--- src/rtl/mpu_pkg.sv ---
package mpu_pkg;

  typedef enum logic [1:0] {
    ACC_READ  = 2'd0,
    ACC_WRITE = 2'd1,
    ACC_EXEC  = 2'd2,
    ACC_RSVD  = 2'd3
  } acc_kind_e;

  localparam logic [1:0] AP_NONE = 2'b00;

  typedef struct packed {
    logic [1:0] ap_priv;
    logic [1:0] ap_user;
    logic       xn;
  } rgn_perm_t;

  localparam int SUB_N = 8;
  localparam int SUB_W = 3;

endpackage

--- src/rtl/mpu_region_match.sv ---
module mpu_region_match
  import mpu_pkg::*;
#(
  parameter int ADDR_W   = 32,
  parameter int MIN_LOG2 = 5,
  parameter int SZW      = 6
) (
  input  logic              en,
  input  logic [ADDR_W-1:0] base,
  input  logic [SZW-1:0]    size,
  input  logic [SUB_N-1:0]  sub_off,
  input  logic [ADDR_W-1:0] addr,
  output logic              hit
);

  logic              size_ok;
  logic [ADDR_W-1:0] hi_mask;
  logic [SUB_W-1:0]  sub_idx;
  logic              same_block;

  always_comb begin
    size_ok    = (size >= SZW'(MIN_LOG2)) && (size <= SZW'(ADDR_W));
    hi_mask    = {ADDR_W{1'b1}} << size;
    same_block = ((addr ^ base) & hi_mask) == '0;
    sub_idx    = SUB_W'(addr >> (size - SZW'(SUB_W)));
    hit        = en && size_ok && same_block && !sub_off[sub_idx];
  end

endmodule

--- src/rtl/mpu_prio_pick.sv ---
module mpu_prio_pick #(
  parameter int RGN_N = 8,
  parameter int IDX_W = 3
) (
  input  logic [RGN_N-1:0] hits,
  output logic             any,
  output logic [IDX_W-1:0] idx
);

  always_comb begin
    any = 1'b0;
    idx = '0;
    for (int r = 0; r < RGN_N; r++) begin
      if (hits[r]) begin
        any = 1'b1;
        idx = IDX_W'(r);
      end
    end
  end

endmodule

--- src/rtl/mpu_perm_eval.sv ---
module mpu_perm_eval
  import mpu_pkg::*;
(
  input  logic       hit,
  input  rgn_perm_t  perm,
  input  logic [1:0] kind,
  input  logic       priv,
  input  logic       bg_en,
  output logic       allow
);

  logic [1:0] ap;
  logic       rd_ok;
  logic       wr_ok;

  always_comb begin
    ap    = priv ? perm.ap_priv : perm.ap_user;
    rd_ok = (ap != AP_NONE);
    wr_ok = ap[1];
    if (hit) begin
      case (acc_kind_e'(kind))
        ACC_READ:  allow = rd_ok;
        ACC_WRITE: allow = wr_ok;
        ACC_EXEC:  allow = rd_ok && !perm.xn;
        default:   allow = 1'b0;
      endcase
    end else begin
      allow = (acc_kind_e'(kind) != ACC_RSVD) && priv && bg_en;
    end
  end

endmodule

--- src/rtl/mpu_guard.sv ---
module mpu_guard
  import mpu_pkg::*;
#(
  parameter int RGN_N    = 8,
  parameter int ADDR_W   = 32,
  parameter int MIN_LOG2 = 5,
  localparam int IDX_W   = (RGN_N > 1) ? $clog2(RGN_N) : 1,
  localparam int SZW     = $clog2(ADDR_W + 1)
) (
  input  logic              clk,
  input  logic              rst,
  input  logic              cfg_we,
  input  logic [IDX_W-1:0]  cfg_sel,
  input  logic              cfg_en,
  input  logic [ADDR_W-1:0] cfg_base,
  input  logic [SZW-1:0]    cfg_size,
  input  logic [7:0]        cfg_sub_off,
  input  logic [1:0]        cfg_ap_priv,
  input  logic [1:0]        cfg_ap_user,
  input  logic              cfg_xn,
  input  logic              bg_en,
  input  logic              req_valid,
  input  logic [ADDR_W-1:0] req_addr,
  input  logic [1:0]        req_kind,
  input  logic              req_priv,
  output logic              rsp_valid,
  output logic              rsp_allow,
  output logic              rsp_fault,
  output logic              rsp_hit,
  output logic [IDX_W-1:0]  rsp_region
);

  // Region settings live in flops: every region is read in parallel.
  logic [RGN_N-1:0]   rg_en;
  logic [ADDR_W-1:0]  rg_base [RGN_N];
  logic [SZW-1:0]     rg_size [RGN_N];
  logic [SUB_N-1:0]   rg_sub  [RGN_N];
  rgn_perm_t          rg_perm [RGN_N];

  always_ff @(posedge clk) begin
    for (int r = 0; r < RGN_N; r++) begin
      if (rst) begin
        rg_en[r]   <= 1'b0;
        rg_base[r] <= '0;
        rg_size[r] <= '0;
        rg_sub[r]  <= '0;
        rg_perm[r] <= '0;
      end else if (cfg_we && (cfg_sel == IDX_W'(r))) begin
        rg_en[r]   <= cfg_en;
        rg_base[r] <= cfg_base;
        rg_size[r] <= cfg_size;
        rg_sub[r]  <= cfg_sub_off;
        rg_perm[r] <= '{ap_priv: cfg_ap_priv, ap_user: cfg_ap_user, xn: cfg_xn};
      end
    end
  end

  logic [RGN_N-1:0] hits;

  for (genvar g = 0; g < RGN_N; g++) begin : g_rgn
    mpu_region_match #(
      .ADDR_W   (ADDR_W),
      .MIN_LOG2 (MIN_LOG2),
      .SZW      (SZW)
    ) u_match (
      .en      (rg_en[g]),
      .base    (rg_base[g]),
      .size    (rg_size[g]),
      .sub_off (rg_sub[g]),
      .addr    (req_addr),
      .hit     (hits[g])
    );
  end

  logic             any_hit;
  logic [IDX_W-1:0] win_idx;

  mpu_prio_pick #(
    .RGN_N (RGN_N),
    .IDX_W (IDX_W)
  ) u_pick (
    .hits (hits),
    .any  (any_hit),
    .idx  (win_idx)
  );

  logic allow_c;

  mpu_perm_eval u_perm (
    .hit   (any_hit),
    .perm  (rg_perm[win_idx]),
    .kind  (req_kind),
    .priv  (req_priv),
    .bg_en (bg_en),
    .allow (allow_c)
  );

  always_ff @(posedge clk) begin
    if (rst) begin
      rsp_valid  <= 1'b0;
      rsp_allow  <= 1'b0;
      rsp_fault  <= 1'b0;
      rsp_hit    <= 1'b0;
      rsp_region <= '0;
    end else begin
      rsp_valid  <= req_valid;
      rsp_allow  <= req_valid && allow_c;
      rsp_fault  <= req_valid && !allow_c;
      rsp_hit    <= req_valid && any_hit;
      rsp_region <= (req_valid && any_hit) ? win_idx : '0;
    end
  end

endmodule

--- config.mk ---
export PLATFORM = sky130hd
export DESIGN_NAME = mpu_guard
export DESIGN_NICKNAME = d
export VERILOG_FILES = /design/src/rtl/mpu_pkg.sv /design/src/rtl/mpu_region_match.sv /design/src/rtl/mpu_prio_pick.sv /design/src/rtl/mpu_perm_eval.sv /design/src/rtl/mpu_guard.sv
export SDC_FILE = /design/constraint.sdc
export NUM_CORES = 1
export LEC_CHECK = 0
export CAP_MARGIN = 20
export CORE_ASPECT_RATIO = 1.75
export CORE_MARGIN = 3
export CORE_UTILIZATION = 45
export DETAILED_ROUTE_END_ITERATION = 12
export DONT_BUFFER_PORTS = 1
export GPL_TIMING_DRIVEN = 0
export MAX_ROUTING_LAYER = met4
export PLACE_DENSITY = 0.6
export SYNTH_ARGS = -nofsm -noshare
export SYNTH_HDL_FRONTEND = slang
export SYNTH_HIERARCHICAL = 1
export SYNTH_SLANG_ARGS = --single-unit
--- constraint.sdc ---
create_clock -name clk -period 12.6 [get_ports clk]
set_input_delay 1.26 -clock clk [delete_from_list [all_inputs] [get_ports clk]]
set_output_delay 1.26 -clock clk [all_outputs]
set_load 0.005 [all_outputs]
==> impl_metrics.json <==
{
  "status": "completed",
  "rows": 121,
  "cts_buffers": 42,
  "grtUsageTotal_pct": 33.8,
  "avgSynthCellArea_um2": 12.4,
  "cap_violations": 0,
  "p_sw_share_pct": 27.4,
  "fp.dieH_um": 340,
  "ant_nets": 0,
  "wl_per_cell_um": 34.8,
  "fmax_mhz": 136,
  "grt_max_degree": 51,
  "die_area_mm2": 0.0670,
  "min_period_ns": 7.37,
  "clkLatencyLatePin_ns": 0.60,
  "cts.path.max_buffers": 3,
  "nNetsFinal": 2518,
  "pin_count": 102,
  "min_path_type": "reg -> reg",
  "antenna_found_initial": 8,
  "finalSetupViolCount": 0,
  "cts_tree": "done",
  "drv_slew": 0,
  "totalWireLength_um": 112000,
  "via_per_inst": 6.59,
  "cts_sinks": 415,
  "fill_cells": 5670,
  "cp-start-kind": "flop",
  "yosys_warnings": 6,
  "final-instance-count-excl-fill": 3223,
  "clkPwrFrac_pct": 35.1,
  "layout-drive-gt1-share_pct": 16.6,
  "syn_to_final_growth_pct": 9.16,
  "synth.cell_area_mm2": 0.0287,
  "ctsHoldBuffers": 0,
  "place_hpwl_um": 72800,
  "grt_overflow": 0,
  "dp_cells": 3130,
  "combPwrFrac_pct": 21.4,
  "power.net_switching_mw": 1.04,
  "clk_pin_slew_worst_paths_ns": 0.07,
  "fin_hold_ws_ns": 0.543,
  "finalCritPeriodShare_pct": 58.5,
  "worstMarginPinSlew_ns": 1.06,
  "crit_fanout": 10,
  "vias": 21231,
  "syn_nets": 2466,
  "cp.required_ns": 13.14,
  "end_kind": "flop",
  "p_int_mw": 2.75,
  "chipWidth_um": 197,
  "p_leak_nw": 11.1,
  "portBuffers": 0,
  "post_cts_buffers": 0,
  "finalPower_mw": 3.79,
  "rsz0062_at_grt": "no",
  "power_density_mw_per_mm2": 121,
  "cts_resized": 0,
  "critPathKind": "reg -> reg",
  "slew_headroom_pct": 28.7,
  "finalSetupTns_ns": 0,
  "drtPass1Iterations": 5,
  "seqPwrFrac_pct": 43.5,
  "hold_violations": 0,
  "initial_core_util_pct": 45.8,
  "cts_root_buffer": "clkbuf_16",
  "vdd_drop_max_uv": 123,
  "grt_pass1_wl_um": 155000,
  "arrival_ns": 7.92,
  "gp_congestion": 0.968,
  "h-tree-depth": 2,
  "synthCells": 2323,
  "fin_skew_ns": 0.0186,
  "drc_errors": 0,
  "drtIter0Drc": 2054,
  "core_area_mm2": 0.0627,
  "grt_pass1_vias": 21178
}
==> routing by layer <==
metal	GRT usage [%]	vias to the layer above	wire length (um)
li1	-	8919	-
met1	40.2	10720	41800
met2	54.2	1217	53600
met3	5.77	375	8590
met4	19.7	0	8080
met5	-	-	0
==> registers in the layout (all words and copies together) (netlist names) <==
name	cells
rg_en	8
rsp_region	3
rsp_fault	1
rg_sub	64
rg_perm	40
rsp_allow	1
rsp_valid	1
rsp_hit	1
rg_size	48
rg_base	248
==> placed cells by master, fill, tap and decap left out, types with 25 or more instances in the layout <==
master / n
mux2_2: 31
nand2_1: 63
inv_1: 32
buf_2: 66
and2_1: 402
a21oi_1: 71
xnor2_1: 130
clkbuf_16: 44
nand3_1: 36
ha_1: 48
nor2_1: 65
mux4_2: 144
o21ai_0: 58
mux2i_1: 119
clkbuf_1: 57
edfxtp_1: 400
xor2_1: 138
nand4_1: 25
mux4_1: 28
==> final timing paths <==
check / startpoint / endpoint / slack (ns) / cells past startpoint
worst max-delay path: rg_size[0][6] / rsp_allow / 5.23 / 22
worst min-delay path: rg_en[4] / rg_en[4] / 0.54 / 2
worst max register to register: rg_size[0][6] / rsp_allow / 5.23 / 22
worst min register to register: rg_en[4] / rg_en[4] / 0.54 / 2
==> per-stage QoR <==
| step | setup slack, ns | util, % | cell area (um^2) |
|---|---|---|---|
| after floorplan | 7.20 | - | 28700 |
| after global placement | 5.49 | 47.4 | 29700 |
| after detailed placement | 5.44 | 47.7 | 29900 |
| after CTS | 5.44 | 49.9 | 31300 |
| after global routing | 4.98 | 50.0 | 31300 |
| final | 5.23 | 50.0 | 31300 |
==> critical path, stage by stage, from the launching register on <==
cell	delay [ns]
edfxtp_1	0.49
buf_4	0.26
buf_2	0.26
inv_1	0.16
ha_1	0.35
buf_6	0.17
buf_6	0.18
mux4_1	0.62
o21ai_0	0.11
nand4_1	0.12
and4_1	0.25
a211oi_1	0.30
a211oi_1	0.08
a311oi_1	0.77
a21oi_1	0.21
o31ai_1	0.79
buf_2	0.50
mux4_2	0.55
mux2_2	0.29
nand2_1	0.07
o311ai_1	0.09
a221oi_1	0.49
and2_1	0.20
==> layout make-up <==
| cell class | instances | area (um^2) | share of cell area, % |
|---|---|---|---|
| Buffer | 147 | 742 | 2.37 |
| Inverter | 33 | 124 | 0.395 |
| Tap cell | 799 | 1000 | 3.19 |
| Timing Repair Buffer | 8 | 159 | 0.507 |
| Multi-Input combinational cell | 1728 | 15600 | 49.6 |
| Clock inverter | 21 | 234 | 0.747 |
| Sequential cell | 415 | 12300 | 39.3 |
| Antenna cell | 15 | 37.5 | 0.120 |
| Clock buffer | 57 | 1180 | 3.76 |
==> power groups by stage <==
stage,Sequential (mW),Clock (mW),Combinational (mW)
after floorplan,1.66,0,0.642
after global placement,1.68,0,0.779
after detailed placement,1.68,0,0.798
after CTS,1.65,1.34,0.802
after global routing,1.66,1.39,0.869
final,1.65,1.33,0.809
Note: power is estimated with default switching activity, not from simulation.
